`config.mk`:
```
export PLATFORM = sky130hd
export DESIGN_NAME = readmit_table
export DESIGN_NICKNAME = d
export VERILOG_FILES = /design/src/rtl/readmit_pkg.sv /design/src/rtl/readmit_timer.sv /design/src/rtl/readmit_entry.sv /design/src/rtl/readmit_table.sv
export SDC_FILE = /design/constraint.sdc
export NUM_CORES = 1
export LEC_CHECK = 0
export BUFFER_PORTS_ARGS = -buffer_cell sky130_fd_sc_hd__buf_2
export CORE_MARGIN = 4
export CORE_UTILIZATION = 30
export DETAILED_ROUTE_END_ITERATION = 6
export GPL_TIMING_DRIVEN = 0
export MAX_ROUTING_LAYER = met4
export SYNTH_ARGS = -nofsm -noshare
export SYNTH_HDL_FRONTEND = slang
export SYNTH_SLANG_ARGS = --single-unit
```
`constraint.sdc`:
```
create_clock -name clk -period 5.1 [get_ports clk]
set_input_delay 0.765 -clock clk [delete_from_list [all_inputs] [get_ports clk]]
set_output_delay 0.765 -clock clk [all_outputs]
set_load 0.05 [all_outputs]
```
`src/rtl/readmit_pkg.sv`:
```
package readmit_pkg;
  localparam int CNT_W = 2;
  localparam logic [CNT_W-1:0] CNT_LOAD = 2'd2;
  localparam logic [CNT_W-1:0] CNT_MAX  = 2'd3;

  // next counter value for one banished entry
  function automatic logic [CNT_W-1:0] cnt_step(input logic [CNT_W-1:0] cur,
                                                input logic inc, input logic dec);
    logic [CNT_W-1:0] nxt;
    nxt = cur;
    if (inc && !dec) begin
      if (cur != CNT_MAX) nxt = cur + 2'd1;
    end else if (dec && !inc) begin
      if (cur != '0) nxt = cur - 2'd1;
    end
    return nxt;
  endfunction

  // grant rule for a read, judged on pre-update state
  function automatic logic may_refill(input logic banished, input logic [CNT_W-1:0] cnt,
                                      input logic immediate);
    return !banished || (cnt == '0) || immediate;
  endfunction
endpackage

```
`src/rtl/readmit_timer.sv`:
```
module readmit_timer #(
  parameter int PER_W = 8
) (
  input  logic             clk,
  input  logic             rst_n,
  input  logic [PER_W-1:0] period_i,
  input  logic             decay_off_i,
  output logic             tick_o,
  output logic             immediate_o
);
  logic [PER_W-1:0] tcnt_q;
  logic             run_w;

  assign run_w       = !decay_off_i && (period_i != '0);
  assign immediate_o = !decay_off_i && (period_i == '0);
  assign tick_o      = run_w && (tcnt_q >= period_i - PER_W'(1));

  always_ff @(posedge clk) begin
    if (!rst_n)      tcnt_q <= '0;
    else if (!run_w) tcnt_q <= '0;
    else if (tick_o) tcnt_q <= '0;
    else             tcnt_q <= tcnt_q + PER_W'(1);
  end
endmodule

```
`src/rtl/readmit_entry.sv`:
```
module readmit_entry
  import readmit_pkg::*;
(
  input  logic             clk,
  input  logic             rst_n,
  input  logic             load_i,
  input  logic             inc_i,
  input  logic             dec_i,
  input  logic             clr_i,
  output logic [CNT_W-1:0] cnt_o,
  output logic             ban_o
);
  always_ff @(posedge clk) begin
    if (!rst_n) begin
      ban_o <= 1'b0;
      cnt_o <= '0;
    end else if (load_i) begin
      ban_o <= 1'b1;
      cnt_o <= CNT_LOAD;
    end else if (clr_i) begin
      ban_o <= 1'b0;
    end else if (ban_o) begin
      cnt_o <= cnt_step(cnt_o, inc_i, dec_i);
    end
  end
endmodule

```
`src/rtl/readmit_table.sv`:
```
module readmit_table
  import readmit_pkg::*;
#(
  parameter int LINES = 16,
  parameter int PER_W = 8,
  localparam int IDX_W = (LINES > 1) ? $clog2(LINES) : 1
) (
  input  logic             clk,
  input  logic             rst_n,
  input  logic [PER_W-1:0] period_i,
  input  logic             decay_off_i,
  input  logic             inval_vld_i,
  input  logic [IDX_W-1:0] inval_idx_i,
  input  logic             wr_vld_i,
  input  logic [IDX_W-1:0] wr_idx_i,
  input  logic             rd_vld_i,
  input  logic [IDX_W-1:0] rd_idx_i,
  output logic             rd_resp_vld_o,
  output logic             rd_grant_o
);
  // named internal events, also observed by the bound checker
  logic                   tick_w;
  logic                   immediate_w;
  logic                   grant_w;
  logic [LINES-1:0]       load_vec;
  logic [LINES-1:0]       inc_vec;
  logic [LINES-1:0]       clr_vec;
  logic [LINES-1:0]       ban_vec;
  logic [CNT_W-1:0]       cnt_arr [LINES];
  logic [LINES*CNT_W-1:0] cnt_flat;
  logic                   rd_hit_inval;

  readmit_timer #(.PER_W(PER_W)) u_timer (
    .clk         (clk),
    .rst_n       (rst_n),
    .period_i    (period_i),
    .decay_off_i (decay_off_i),
    .tick_o      (tick_w),
    .immediate_o (immediate_w)
  );

  assign rd_hit_inval = inval_vld_i && (inval_idx_i == rd_idx_i);
  assign grant_w = rd_vld_i && !rd_hit_inval &&
                   may_refill(ban_vec[rd_idx_i], cnt_arr[rd_idx_i], immediate_w);

  for (genvar i = 0; i < LINES; i++) begin : g_line
    assign load_vec[i] = inval_vld_i && (inval_idx_i == IDX_W'(i));
    assign inc_vec[i]  = wr_vld_i && (wr_idx_i == IDX_W'(i));
    assign clr_vec[i]  = grant_w && (rd_idx_i == IDX_W'(i));
    assign cnt_flat[i*CNT_W +: CNT_W] = cnt_arr[i];

    readmit_entry u_entry (
      .clk    (clk),
      .rst_n  (rst_n),
      .load_i (load_vec[i]),
      .inc_i  (inc_vec[i]),
      .dec_i  (tick_w),
      .clr_i  (clr_vec[i]),
      .cnt_o  (cnt_arr[i]),
      .ban_o  (ban_vec[i])
    );
  end

  always_ff @(posedge clk) begin
    if (!rst_n) begin
      rd_resp_vld_o <= 1'b0;
      rd_grant_o    <= 1'b0;
    end else begin
      rd_resp_vld_o <= rd_vld_i;
      rd_grant_o    <= grant_w;
    end
  end
endmodule

```
==> results of run 1 <==
==> power groups by stage <==
stage	clock [mW]	combinational (mW)	sequential, mW
2_1_floorplan	0	0.0852	0.474
3_3_place_gp	0	0.131	0.472
3_5_place_dp	0	0.134	0.472
4_1_cts	0.591	0.135	0.462
5_1_grt	0.613	0.149	0.463
6_report	0.581	0.136	0.463
==> routing by layer <==
metal  up-vias  global-route usage (%)  wire length (µm)
met2       117                    24.6              5480
met4         0                    4.98               177
met1      1965                    20.2              5860
met5         -                       -                 0
met3        23                    4.52               716
li1       2047                       -                 -
==> flip-flops by register name, summed over array words and instances, names as in the netlist <==
name	flops
g_line.u_entry.cnt_o	32
rd_resp_vld_o	1
rd_grant_o	1
g_line.u_entry.ban_o	16
u_timer.tcnt_q	8
==> layout make-up <==
cell class                      instances  area, µm²  area share (%)
Inverter                                6       22.5           0.460
Clock buffer                           14        274            5.59
Multi-Input combinational cell        466       2970            60.7
Clock inverter                          2       10.0           0.204
Buffer                                 19        113            2.30
Timing Repair Buffer                   24        120            2.45
Sequential cell                        58       1160            23.7
Tap cell                              180        225            4.60
==> how the worst max path moves through the flow <==
stage                                 endpoint  slack [ps]         from
global route        g_line[3].u_entry.cnt_o[0]         270  period_i[0]
floorplan           g_line[8].u_entry.cnt_o[0]         980  period_i[0]
global placement    g_line[8].u_entry.cnt_o[0]         390  period_i[0]
detailed placement  g_line[8].u_entry.cnt_o[0]         230  period_i[0]
finish              g_line[7].u_entry.cnt_o[0]         640  period_i[0]
CTS                 g_line[3].u_entry.cnt_o[0]         570  period_i[0]
==> layout by cell type, fill, tap and decap left out, types with 16 or more instances in the layout <==
master	count
buf_2	27
or3b_1	16
mux2i_1	19
dfxtp_1	58
nand2_1	83
nor3_1	20
nand3_1	23
nor2b_1	27
o21ai_0	39
nor2_1	56
ha_1	27
==> critical path, delay by kind of cell <==
| kind | cells | cell delay (ps) |
|---|---|---|
| fa+ha+maj | 3 | 940 |
| buf+inv | 2 | 190 |
| simple gates | 4 | 1230 |
| compound gates | 7 | 1590 |
==> logic make-up (layout without fill, tap and decap cells) <==
family | after synthesis | count (layout) | share of synthesized area [%]
compound gates | 120 | 120 | 19.4
fa+ha+maj | 27 | 27 | 7.91
xor+xnor | 16 | 16 | 3.28
mux | 21 | 21 | 5.51
flops | 58 | 58 | 27.2
simple gates | 282 | 282 | 33.6
buf+inv | 25 | 65 | 3.16
==> metrics by stage <==
step           instances  hold WS, ps  power, mW
2_1_floorplan        549          449      0.559
3_3_place_gp         753          472      0.603
3_5_place_dp         753          483      0.606
4_1_cts              769          489       1.19
5_1_grt              769          502       1.23
6_report             769          491       1.18
==> metrics.md, run 1 <==
| Metric | Value |
|---|---|
| Final ANT Viol Nets | 0 |
| Die Ht | approximately 130 µm |
| MaxCap Viol Count | 0 |
| CTS buffer count | 9 |
| R2r setup slk | 940 ps |
| Number of detailed-route iterations in the first pass | 5 |
| Post-placement cell area | between 4000 and 5000 µm² |
| RSZ-0062 raised after global routing | false |
| Cell Pwr Density | between 200 and 250 nW/µm² |
| Largest stage delay, worst path | 590 ps |
| Post-synth EDFFs | 0 |
| Mapped Cells | 549 |
| Critical Path Start Type | input pin |
| Pint | 876 µW |
| GRT Total Usage | about 16% |
| Final Cell Area | between 4000 and 5000 µm² |
| Final hold violation count | 0 |
| Root buffer cell | clkbuf_16 |
| Area leader, netlist | dfxtp_1 |
| Syn nets | 602 |
| Finish-stage setup viols | 0 |
| Final Wtd Congestion | 0.916 |
| Required @ worst endpoint | roughly 5400 ps |
| Period utilization | 87.4% |
| Count leader, synth | nand2_1 |
| Cts hold-fix bufs | 0 |
| Dpl hpwl | between 9 and 10 mm |
| Avg WL per Cell | approximately 16 µm |
| TNS Setup | 0 ps |
| Layout Skew | about 9.3 ps |
| Cell mode on critical path | a21o_1 |
| Buffers on Ports | 24 |
| Combinational Power Share | 11.5% |
| Setup WS post-layout | 643 ps |
| Syn Area/Cell | between 7 and 8 µm² |
| Vias post-DR | between 4000 and 5000 |
| # diodes | 0 |
| Yosys cell types | between 50 and 60 |
| Top area cells in the synthesized netlist | dfxtp_1 (27%), ha_1 (7.9%), nand2_1 (7.3%), nor2_1 (4.9%), o21ai_0 (4.6%) |
| Sw power | between 300 and 400 µW |
| Hold path cells | 2 |
| Post-CTS setup buffer count | 0 |
| Clock power frac | 49.3% |
| Worst Tran Pin Value | between 700 and 800 ps |
| Ys Warns | 0 |
| Worst Setup Path Type | in2reg |
| Via density | ~5.4 |
| Initial core utilization | between 30% and 40% |
| H-tree levels | 3 |
| Sw Ratio | between 20% and 30% |
| Reg2reg start | u_timer.tcnt_q[0] |
| Num rows | 43 |
| Top cells by count, synth | nand2_1 (83), dfxtp_1 (58), nor2_1 (56) |
| CP Cell Sequence | buf_2 > inv_1 > ha_1 > ha_1 > a21o_1 > a21o_1 > a21o_1 > a21o_1 > a2111oi_0 > nor2_1 > nand2_1 > ha_1 > nor2b_1 > o21ai_0 > or3b_1 > a31oi_1 |
| Worst VDD drop | between 0.15 and 0.2 mV |
| Clock latency on the worst-skew pair | about 340 ps |
| Slowest stage cell on the critical path | nand2_1 |
| Final WL | around 12 mm |
| Synth top area share | between 20% and 30% |
| Hold Crit Start | g_line[11].u_entry.cnt_o[1] |
| Slew Viols, Final | 0 |
| Core Util, Final | 35.2% |
| Syn Std Cell Area | 4270 µm² |
| Max Root-Sink Buffers | 2 |
| Pre-CTS setup slack | approximately 230 ps |
| Clock-pin slew on the worst setup and hold paths | ~50 ps |
| F_max | ~220 MHz |
| Worst setup EP type | register |
| R2r worst-path depth | 15 |
| Post-route minimum period | approximately 4500 ps |
| Pleak | roughly 1.9 nW |
| Initial antenna violation count | 0 |
| Area grow syn2layout | 14.7% |
| Min-Delay Path Class | reg2reg |
| Slew margin rel. | roughly half |
| Reg power frac | between 30% and 40% |
| Fillers | ~1500 |
| Sequential share of the synthesized area | between 20% and 30% |
| Largest net degree at the start of global routing | 17 |
| Core area | 13900 µm² |
| CTS tree | built |
| Vias in the first global route | 4097 |
| DRC | 0 |
| DIE AREA | roughly 16000 µm² |
| Nets | approximately 640 |
| Fraction of registers with async set or reset after synthesis | 0% |
| Die Wd | approximately 130 µm |
| Critical-path maximum fanout | 16 |
| Hold endpoint | g_line[11].u_entry.cnt_o[0] |
| CTS sink count | 58 |
| Most used DFF post-synth | dfxtp_1 |
| Worst Path Arrival | about 4700 ps |
| First-pass GRT wire length | between 20 and 25 mm |
| #FFs+latches synth | 58 |
| I/O pin count | 28 |
| Cts repair resizes | 0 |
| Status | completed |
| Total gr overflow | 0 |
| Reg2Reg Capture Point | g_line[7].u_entry.cnt_o[0] |
| DR iter-0 viols | roughly 280 |
| Layout cells sized above 1 | between 10% and 20% |
(Power assumes the default switching activity.)
==> run 2: changes to the inputs <==
ABC_AREA = 1   (was unset)
==> run 2 against run 1 <==
Net effect: die area grew 14%; sequential power grew 0.9%; highest routed layer unchanged; non-clock buffer count fell by 3; critical endpoint is now g_line[5].u_entry.cnt_o[1].
==> metrics.md, run 2 <==
| Metric | Value |
|---|---|
| Status | completed |
| Sw power | roughly 340 µW |
| Min-Delay Path Class | reg2reg |
| R2r worst-path depth | 11 |
| Total power draw | approximately 1.3 mW |
| Most Crowded Layer GR | met2 |
| H-tree levels | 3 |
| Post-CTS setup buffer count | 0 |
| Max reg flops | 32 |
| Hold Crit Start | g_line[12].u_entry.cnt_o[0] |
| Core area | between 15000 and 20000 µm² |
| TNS Setup | 0 ps |
| Synth top area share | 23.7% |
| Pleak | about 2.5 nW |
| Combinational Power Share | about an eighth |
| Fraction of registers with async set or reset after synthesis | 0% |
| F_max | between 200 and 250 MHz |
| Top cells by count, synth | nand2_1 (260), nor2_1 (102), inv_1 (93) |
| Slew Viols, Final | 0 |
| Clock-pin slew on the worst setup and hold paths | ~50 ps |
| Period utilization | between 80% and 90% |
| Worst Tran Pin Value | a little over 900 ps |
| Clock latency on the worst-skew pair | approximately 350 ps |
| Pint | 976 µW |
| Reg2Reg Capture Point | g_line[5].u_entry.cnt_o[1] |
| First-pass GRT wire length | ~22 mm |
| Avg WL per Cell | 13.4 µm |
| Final WL | 13.8 mm |
| Max Root-Sink Buffers | 2 |
| Worst Setup Path Type | in2reg |
| Commonest non-fill, non-tap cell in the layout | nand2_1 |
| GRT met2 Usage | 23.8% |
| Layout cells sized above 1 | about 12% |
| DR iter-0 viols | 297 |
| Buffers on Ports | 25 |
| Initial antenna violation count | 0 |
| Mapped Cells | roughly 800 |
| Count leader, synth | nand2_1 |
| Met3 GRT Util | between 3 and 4% |
| Required @ worst endpoint | between 5000 and 6000 ps |
| Post-synth EDFFs | 0 |
| Top area cells in the synthesized netlist | dfxtp_1 (24%), nand2_1 (20%), nor2_1 (7.8%), inv_1 (7.1%), ha_1 (6.9%) |
| Hold endpoint | g_line[12].u_entry.cnt_o[0] |
| CTS tree | built |
| Most frequent cells in the layout | nand2_1 (260), nor2_1 (102), inv_1 (93) |
| Area leader, netlist | dfxtp_1 |
| Cts hold-fix bufs | 0 |
| Clock power frac | roughly 53% |
| Final hold violation count | 0 |
| I/O pin count | 28 |
| Layout Skew | around 5.8 ps |
| MaxCap Viol Count | 0 |
| GRT Total Usage | about 16% |
| Root buffer cell | clkbuf_16 |
| Sw Ratio | about a quarter |
| Slew margin rel. | 38.4% |
| Cts repair resizes | 0 |
| Die Ht | roughly 140 µm |
| Critical Path Start Type | input pin |
| DIE AREA | 18400 µm² |
| Area grow syn2layout | 15.0% |
| Dpl hpwl | between 10 and 15 mm |
| Vias post-DR | 4933 |
| Sequential share of the synthesized area | about a quarter |
| Post-route minimum period | around 4600 ps |
| Vias in the first global route | 4462 |
| Worst VDD drop | roughly 0.14 mV |
| Worst Path Arrival | a little under 5000 ps |
| Largest regs | g_line.u_entry.cnt_o (32), g_line.u_entry.ban_o (16), u_timer.tcnt_q (8) |
| Finish-stage setup viols | 0 |
| GR Layer Usage met1 | roughly a fifth |
| Total gr overflow | 0 |
| Reg power frac | a little over a third |
| Ys Warns | 0 |
| Syn Std Cell Area | between 4000 and 5000 µm² |
| Final Wtd Congestion | around 0.95 |
| Yosys cell types | 38 |
| Worst setup EP type | register |
| # diodes | 0 |
| Nets | just under 900 |
| Cell Pwr Density | 233 nW/µm² |
| Largest Register | g_line.u_entry.cnt_o |
| CTS buffer count | 9 |
| Largest net degree at the start of global routing | 17 |
| Reg2reg start | u_timer.tcnt_q[5] |
| Syn Area/Cell | roughly 6.3 µm² |
| Critical-path maximum fanout | 16 |
| RSZ-0062 raised after global routing | false |
| #FFs+latches synth | 58 |
| Syn nets | 830 |
| Most used DFF post-synth | dfxtp_1 |
| Via density | around 4.8 |
| Initial core utilization | approximately 31% |
| R2r setup slk | roughly 1600 ps |
| Hold path cells | 2 |
| CTS sink count | 58 |
| DRC | 0 |
| Number of detailed-route iterations in the first pass | 5 |
| Final ANT Viol Nets | 0 |
| Die Wd | approximately 140 µm |
| Num rows | 46 |
==> run 2: power by group through the flow <==
| stage | Combinational, mW | Clock [mW] | Sequential [mW] |
|---|---|---|---|
| after floorplan | 0.0992 | 0 | 0.478 |
| after global placement | 0.151 | 0 | 0.476 |
| after detailed placement | 0.152 | 0 | 0.476 |
| after CTS | 0.153 | 0.707 | 0.467 |
| after global routing | 0.170 | 0.721 | 0.468 |
| final | 0.153 | 0.693 | 0.467 |
==> run 2: metrics by stage <==
| step | instance area (µm²) | utilization [%] | cells | setup WS (ps) | hold slack [ps] |
|---|---|---|---|---|---|
| final | 5630 | 35.3 | 1034 | 530 | 487 |
| after global placement | 5290 | 33.2 | 1018 | 187 | 474 |
| after global routing | 5630 | 35.3 | 1034 | 28.5 | 525 |
| after floorplan | 4890 | - | 777 | 1170 | 449 |
| after CTS | 5630 | 35.3 | 1034 | 485 | 486 |
| after detailed placement | 5290 | 33.2 | 1018 | 148 | 478 |
==> run 2: area by class of cell <==
cell class,instances,area (µm²)
repair buffers,25,125
fillers,1780,10300
flip-flops and latches,58,1160
plain buffers,15,145
clock inverters,4,72.6
inverters,95,362
clock buffers,12,267
multi-input cells,609,3230
well taps,216,270
==> run 2: worst max-delay path: stages <==
cell       delay, ps
buf_2            100
inv_1            110
nand2_1           90
or3_1            350
nor3_1           200
xnor2_1          110
ha_1             300
nand2_1           70
o2111ai_1        620
nand2_1          780
ha_1             540
a211oi_1         390
nand3_1          160
nand2_1           80
nand3_1           60
nand2_1           60
inv_1             30
==> run 2: routing by layer <==
layer / up-vias / routed length, µm
li1: 2560 / -
met3: 28 / 788
met1: 2223 / 6600
met2: 122 / 6020
met5: - / 0
met4: 0 / 411
==> run 2: how the worst max path moves through the flow <==
stage,start,end,slack [ps],depth (start not counted)
floorplan,period_i[0],g_line[3].u_entry.cnt_o[1],1170,18
global placement,period_i[0],g_line[4].u_entry.cnt_o[1],190,17
detailed placement,period_i[0],g_line[4].u_entry.cnt_o[1],150,17
CTS,period_i[0],g_line[4].u_entry.cnt_o[1],480,17
global route,period_i[0],g_line[4].u_entry.cnt_o[1],30,17
finish,period_i[0],g_line[5].u_entry.cnt_o[1],530,17
==> run 2: cell families after synthesis <==
| family | synth area share, % |
|---|---|
| xor gates and xnor gates | 5.37 |
| DFF | 23.7 |
| buffers and inverters | 10.4 |
| adders and majority gates | 6.90 |
| and+or+nand+nor | 45.9 |
| AOI/OAI and AO/OA | 7.77 |
